File: config.mk
export PLATFORM = sky130hd
export DESIGN_NAME = modhalf_corr
export DESIGN_NICKNAME = d
export VERILOG_FILES = /design/src/rtl/modhalf_pkg.sv /design/src/rtl/modhalf_step.sv /design/src/rtl/modhalf_count.sv /design/src/rtl/modhalf_ctrl.sv /design/src/rtl/modhalf_corr.sv
export SDC_FILE = /design/constraint.sdc
export NUM_CORES = 2
export LEC_CHECK = 0
export ABC_AREA = 0
export BUFFER_PORTS_ARGS = -buffer_cell sky130_fd_sc_hd__buf_2
export CAP_MARGIN = 20
export CORE_MARGIN = 2
export CORE_UTILIZATION = 45
export DETAILED_ROUTE_END_ITERATION = 8
export PLACE_DENSITY = 0.78
export SLEW_MARGIN = 20
export SYNTH_ARGS = -nofsm -noshare
export SYNTH_HDL_FRONTEND = slang
export SYNTH_HIERARCHICAL = 1
export SYNTH_SLANG_ARGS = --single-unit
File: constraint.sdc
create_clock -name clk -period 3.5 [get_ports clk]
set_input_delay 0.875 -clock clk [delete_from_list [all_inputs] [get_ports clk]]
set_output_delay 0.875 -clock clk [all_outputs]
set_load 0.005 [all_outputs]
File: src/rtl/modhalf_pkg.sv
package modhalf_pkg;

  typedef enum logic {
    MODE_CLASSIC = 1'b0,
    MODE_MONT    = 1'b1
  } inv_mode_e;

  typedef enum logic {
    ST_IDLE = 1'b0,
    ST_RUN  = 1'b1
  } seq_state_e;

endpackage

File: src/rtl/modhalf_step.sv
// One modular halving: val/2 mod p for odd p and val < p.
module modhalf_step #(
  parameter int K = 256
) (
  input  logic [K-1:0] val,
  input  logic [K-1:0] modulus,
  output logic [K-1:0] halved
);
  localparam int SW = K + 1;

  logic [SW-1:0] addend;
  logic [SW-1:0] sum;

  always_comb begin
    addend = val[0] ? {1'b0, modulus} : '0;
    sum    = {1'b0, val} + addend;
    halved = sum[SW-1:1];
  end
endmodule

File: src/rtl/modhalf_count.sv
// Step counter: loads z or z-K, counts down one per step.
module modhalf_count #(
  parameter int K  = 256,
  parameter int ZW = $clog2(2 * K + 1)
) (
  input  logic          clk,
  input  logic          rst_n,
  input  logic          load,
  input  logic          step,
  input  logic          mode,
  input  logic [ZW-1:0] z,
  output logic [ZW-1:0] cnt_q,
  output logic          zero_ld,
  output logic          last
);
  import modhalf_pkg::*;

  localparam logic [ZW-1:0] KZ = ZW'(K);

  logic [ZW-1:0] load_val;
  logic [ZW-1:0] cnt_d;
  logic          cnt_en;

  always_comb begin
    load_val = (inv_mode_e'(mode) == MODE_MONT) ? (z - KZ) : z;
    zero_ld  = (load_val == '0);
    last     = (cnt_q == ZW'(1));
    cnt_en   = load | step;
    cnt_d    = load ? load_val : (cnt_q - ZW'(1));
  end

  always_ff @(posedge clk or negedge rst_n) begin
    if (!rst_n) begin
      cnt_q <= '0;
    end else if (cnt_en) begin
      cnt_q <= cnt_d;
    end
  end
endmodule

File: src/rtl/modhalf_ctrl.sv
// Sequencer: accepts start when idle, runs steps, emits done pulse.
module modhalf_ctrl (
  input  logic clk,
  input  logic rst_n,
  input  logic start,
  input  logic zero_ld,
  input  logic last,
  output logic load,
  output logic step,
  output logic fin_pass,
  output logic fin_step,
  output logic busy,
  output logic done
);
  import modhalf_pkg::*;

  seq_state_e state_q, state_d;
  logic       done_d;

  always_comb begin
    state_d  = state_q;
    load     = 1'b0;
    step     = 1'b0;
    fin_pass = 1'b0;
    fin_step = 1'b0;
    unique case (state_q)
      ST_IDLE: begin
        if (start) begin
          load = 1'b1;
          if (zero_ld) begin
            fin_pass = 1'b1;
          end else begin
            state_d = ST_RUN;
          end
        end
      end
      ST_RUN: begin
        step = 1'b1;
        if (last) begin
          fin_step = 1'b1;
          state_d  = ST_IDLE;
        end
      end
      default: state_d = ST_IDLE;
    endcase
    done_d = fin_pass | fin_step;
  end

  always_ff @(posedge clk or negedge rst_n) begin
    if (!rst_n) begin
      state_q <= ST_IDLE;
      done    <= 1'b0;
    end else begin
      state_q <= state_d;
      done    <= done_d;
    end
  end

  assign busy = (state_q == ST_RUN);
endmodule

File: src/rtl/modhalf_corr.sv
// Top: operand registers, halving datapath, result register.
module modhalf_corr #(
  parameter int K  = 256,
  parameter int ZW = $clog2(2 * K + 1)
) (
  input  logic          clk,
  input  logic          rst_n,
  input  logic          start,
  input  logic          mode,
  input  logic [K-1:0]  p_in,
  input  logic [K-1:0]  r_in,
  input  logic [ZW-1:0] z_in,
  output logic          busy,
  output logic          done,
  output logic [K-1:0]  result
);
  logic [K-1:0]  acc_q, acc_d;
  logic [K-1:0]  p_q;
  logic [K-1:0]  res_d;
  logic [K-1:0]  half;
  logic [ZW-1:0] cnt_q;
  logic          load, step, fin_pass, fin_step, zero_ld, last;
  logic          acc_en, res_en;

  modhalf_ctrl u_ctrl (
    .clk      (clk),
    .rst_n    (rst_n),
    .start    (start),
    .zero_ld  (zero_ld),
    .last     (last),
    .load     (load),
    .step     (step),
    .fin_pass (fin_pass),
    .fin_step (fin_step),
    .busy     (busy),
    .done     (done)
  );

  modhalf_count #(.K(K), .ZW(ZW)) u_count (
    .clk     (clk),
    .rst_n   (rst_n),
    .load    (load),
    .step    (step),
    .mode    (mode),
    .z       (z_in),
    .cnt_q   (cnt_q),
    .zero_ld (zero_ld),
    .last    (last)
  );

  modhalf_step #(.K(K)) u_step (
    .val     (acc_q),
    .modulus (p_q),
    .halved  (half)
  );

  always_comb begin
    acc_en = load | step;
    acc_d  = load ? r_in : half;
    res_en = fin_pass | fin_step;
    res_d  = fin_pass ? r_in : half;
  end

  always_ff @(posedge clk or negedge rst_n) begin
    if (!rst_n) begin
      acc_q <= '0;
    end else if (acc_en) begin
      acc_q <= acc_d;
    end
  end

  always_ff @(posedge clk or negedge rst_n) begin
    if (!rst_n) begin
      p_q <= '0;
    end else if (load) begin
      p_q <= p_in;
    end
  end

  always_ff @(posedge clk or negedge rst_n) begin
    if (!rst_n) begin
      result <= '0;
    end else if (res_en) begin
      result <= res_d;
    end
  end
endmodule

==> reports/metrics.yaml <==
finClkSkew_ns: 0.0316
ys_ff_latch: 780
syn_nets: 7294
drc: 0
n_fill_cell: 9935
num_io_pins: 784
power.leakage_nw: 37.5
status: "complete, but fails checks"
synth_top_area_cell: "dfrtp_1"
finalCritPeriodShare_pct: 136
std_cell_rows: 129
clk_path_buf_depth: 3
worst_slew_pin_slew_ns: 0.989
ir_drop_mv: 0.705
crit_path_end_kind: "flip-flop"
synth_fa_ha_area_share_pct: 5.75
cp_max_fo: 34
synth_top_area_share_pct: 34.7
worst_ep_required_time_ns: 4.14
maxCapViolCount: 0
die_h_um: 358
critical_path_class: "flip-flop to flip-flop"
antenna_found_initial: 24
power.density_nw_per_um2: 1300
syn2layout_area_growth_pct: 50.0
finalCriticalPeriod_ns: 4.76
nNetsFinal: 9928
synth_top_family_by_area: "compound AO/OA/AOI/OAI gates"
layout-drive-gt1-share_pct: 43.5
synth_warnings: 6
dieArea_sq_um: 128000
cts_max_level: 3
startpoint_type: "flip-flop"
cts_tree: "done"
grt_pass1_wl_mm: 384
clk_latency_ns: 0.74
hp-class: "primary input to async pin"
final_cells: 10900
wl_per_cell_um: 24.5
fin_setup_tns_ns: -353.10
synth_compound_area_share_pct: 19.4
drt_iter0_markers: 6450
ys_types: 107
cts_sinks: 780
rr_startpoint: "acc_q[0]$_DFFE_PN0P_"
startpoint: "acc_q[0]$_DFFE_PN0P_"
netlist_top_cells_area: "dfrtp_1 35%, mux2i_1 9.1%, o21ai_0 6.5%, nand2_1 6.2%, ha_1 5.7%"
dr.pass1.iters: 7
seq_area_frac_synth_pct: 34.7
setup_ws_ns: -1.26
clkPwrFrac_pct: 9.0
dp_hpwl_mm: 212
yosysMostFrequentCell: "nand2_1"
max_freq_mhz: 210
power.net_switching_w: 0.0507
async_flop_share_pct: 100
gp_congestion: 1.05
slew_headroom_pct: 34.0
power_frac_comb_pct: 75.6
synth_cells: 6510
ant_nets: 0
slew_viol_final: 0
synthMuxAreaShare_pct: 14.2
switching_share_pct: 46.3
cts_buffers: 89
initial_core_util_pct: 45.4
hold_viol: 0
grt_max_degree: 118
arrival_ns: 5.41
seqPwrFrac_pct: 15.5
p_int_w: 0.0588
grt_overflow: 0
grt_usage_pct: 39.6
cts_root_buf: "clkbuf_16"
routed_via_density: 5.80
vias: 63100
violations: "negative setup slack"
dominantRegCellSynth: "dfrtp_1"
synthXorXnorAreaFrac_pct: 3.97
synthSimpleGateAreaFrac_pct: 17.3
synth-edff-count: 0
grt_pass1_vias: 62700
avgSynthCellArea_sq_um: 8.64
die_w_um: 358
path_clk_slew_ns: 0.07
setup_viol: 459
core_sq_um: 124000
numPortBuffers: 783
syn_area_sq_um: 56300
ys_top_cells_by_count: "936 x nand2_1, 780 x dfrtp_1, 734 x o21ai_0, 527 x a21oi_1, 512 x mux2i_1"
dp_cells: 10600
wl_mm: 266
grt_setup_unrepaired: "yes"
[state kept, by name, summed over array words and instances (netlist names)]
name           cells
acc_q            256
p_q              256
result           256
u_count/cnt_q     10
u_ctrl/busy        1
u_ctrl/done        1
[through the flow]
stage               area (sq um)  hold slack (ns)  util (%)  power (W)  setup slack (ns)
CTS                        81900            0.120      66.1      0.103             -1.28
floorplan                  56900            0.472         -     0.0502            -0.239
detailed placement         76700            0.489      61.9     0.0893             -1.78
finish                     84400            0.133      68.1      0.110             -1.26
global placement           76700            0.484      61.9     0.0882             -1.71
global route               84400            0.147      68.1      0.115             -1.38
[cells in the final DEF (no fill, tap or decap), drive strengths merged, types with 31 or more instances in the layout]
cell type  netlist  final
buf            216   2957
nand2          937    937
o21ai          846    846
dfrtp          780    780
a21oi          533    533
mux2i          512    512
nor2           338    338
and2           267    267
ha             257    257
mux2           256    256
nand4          195    195
xnor2          152    152
clkbuf         202    132
inv            105    113
xor2           103    103
o21bai          91     91
nand3           74     74
nor3            70     70
nor4            59     59
a21o            58     58
a31oi           51     51
o31ai           41     41
a21boi          37     37
o211ai          31     31
[kinds of logic after synthesis]
kind of cell	after synthesis
adders and majority gates	258
xor gates and xnor gates	255
muxes	768
AOI/OAI and AO/OA	1860
DFF	780
buffers and inverters	523
and+or+nand+nor	2066
[routing by layer]
metal	global-route usage [%]	share of wire, %	up-vias	routed length (um)
li1	-	-	28700	-
met1	50.5	40	30700	107000
met2	66.6	47	2892	126000
met3	5.74	7.0	760	18600
met4	18.1	5.5	10	14700
met5	0	0.028	-	74
[power groups by stage]
| stage | Combinational (W) | Clock, W | Sequential [W] |
|---|---|---|---|
| after global placement | 0.0717 | 0 | 0.0165 |
| after CTS | 0.0767 | 0.00990 | 0.0166 |
| after detailed placement | 0.0728 | 0 | 0.0166 |
| after global routing | 0.0876 | 0.0102 | 0.0172 |
| final | 0.0827 | 0.00982 | 0.0169 |
| after floorplan | 0.0349 | 0 | 0.0153 |
[what timing repair did]
item | 4_1_cts | 5_1_grt
gates cloned | 5 | 5
hold buffers | 0 | 0
setup buffers | 45 | 42
gates resized for setup | 364 | 457
setup endpoints to repair | 459 | 471
pin swaps | 78 | 128
[area by class of cell]
type	instances	area (sq um)	share of cell area, %
multi-input combinational	5207	38200	45.3
timing repair buffer	2961	21100	25.0
sequential	780	19500	23.1
clock buffer	128	2610	3.09
tap	1637	2050	2.43
clock inverter	33	415	0.492
inverter	105	394	0.467
antenna	22	55.1	0.0652
[critical path, cell delays in order (launching register included)]
cell      delay [ns]
dfrtp_4         0.51
buf_12          0.18
buf_16          0.19
buf_12          0.18
and2_1          0.16
ha_4            0.23
a21oi_1         0.22
o21ai_0         0.19
a21oi_2         0.22
o21ai_2         0.13
a2111o_1        0.43
a21o_1          0.22
a31oi_1         0.16
buf_4           0.16
or3b_4          0.43
a21oi_4         0.26
buf_4           0.16
o21bai_2        0.10
xor2_2          0.24
mux2i_1         0.10
o21ai_1         0.15
[path summary, 6_finish.rpt]
check / endpoint / slack [ns] / cells after the start
min: result[54]$_DFFE_PN0P_ / 0.13 / 1
max: result[237]$_DFFE_PN0P_ / -1.26 / 20
max in group asynchronous: acc_q[95]$_DFFE_PN0P_ / 2.27 / 3
max reg2reg: result[237]$_DFFE_PN0P_ / -1.26 / 20
min reg2reg: p_q[78]$_DFFE_PN0P_ / 0.50 / 1
min in group clk: acc_q[245]$_DFFE_PN0P_ / 0.37 / 3
Note: power is estimated with default switching activity, not from simulation.
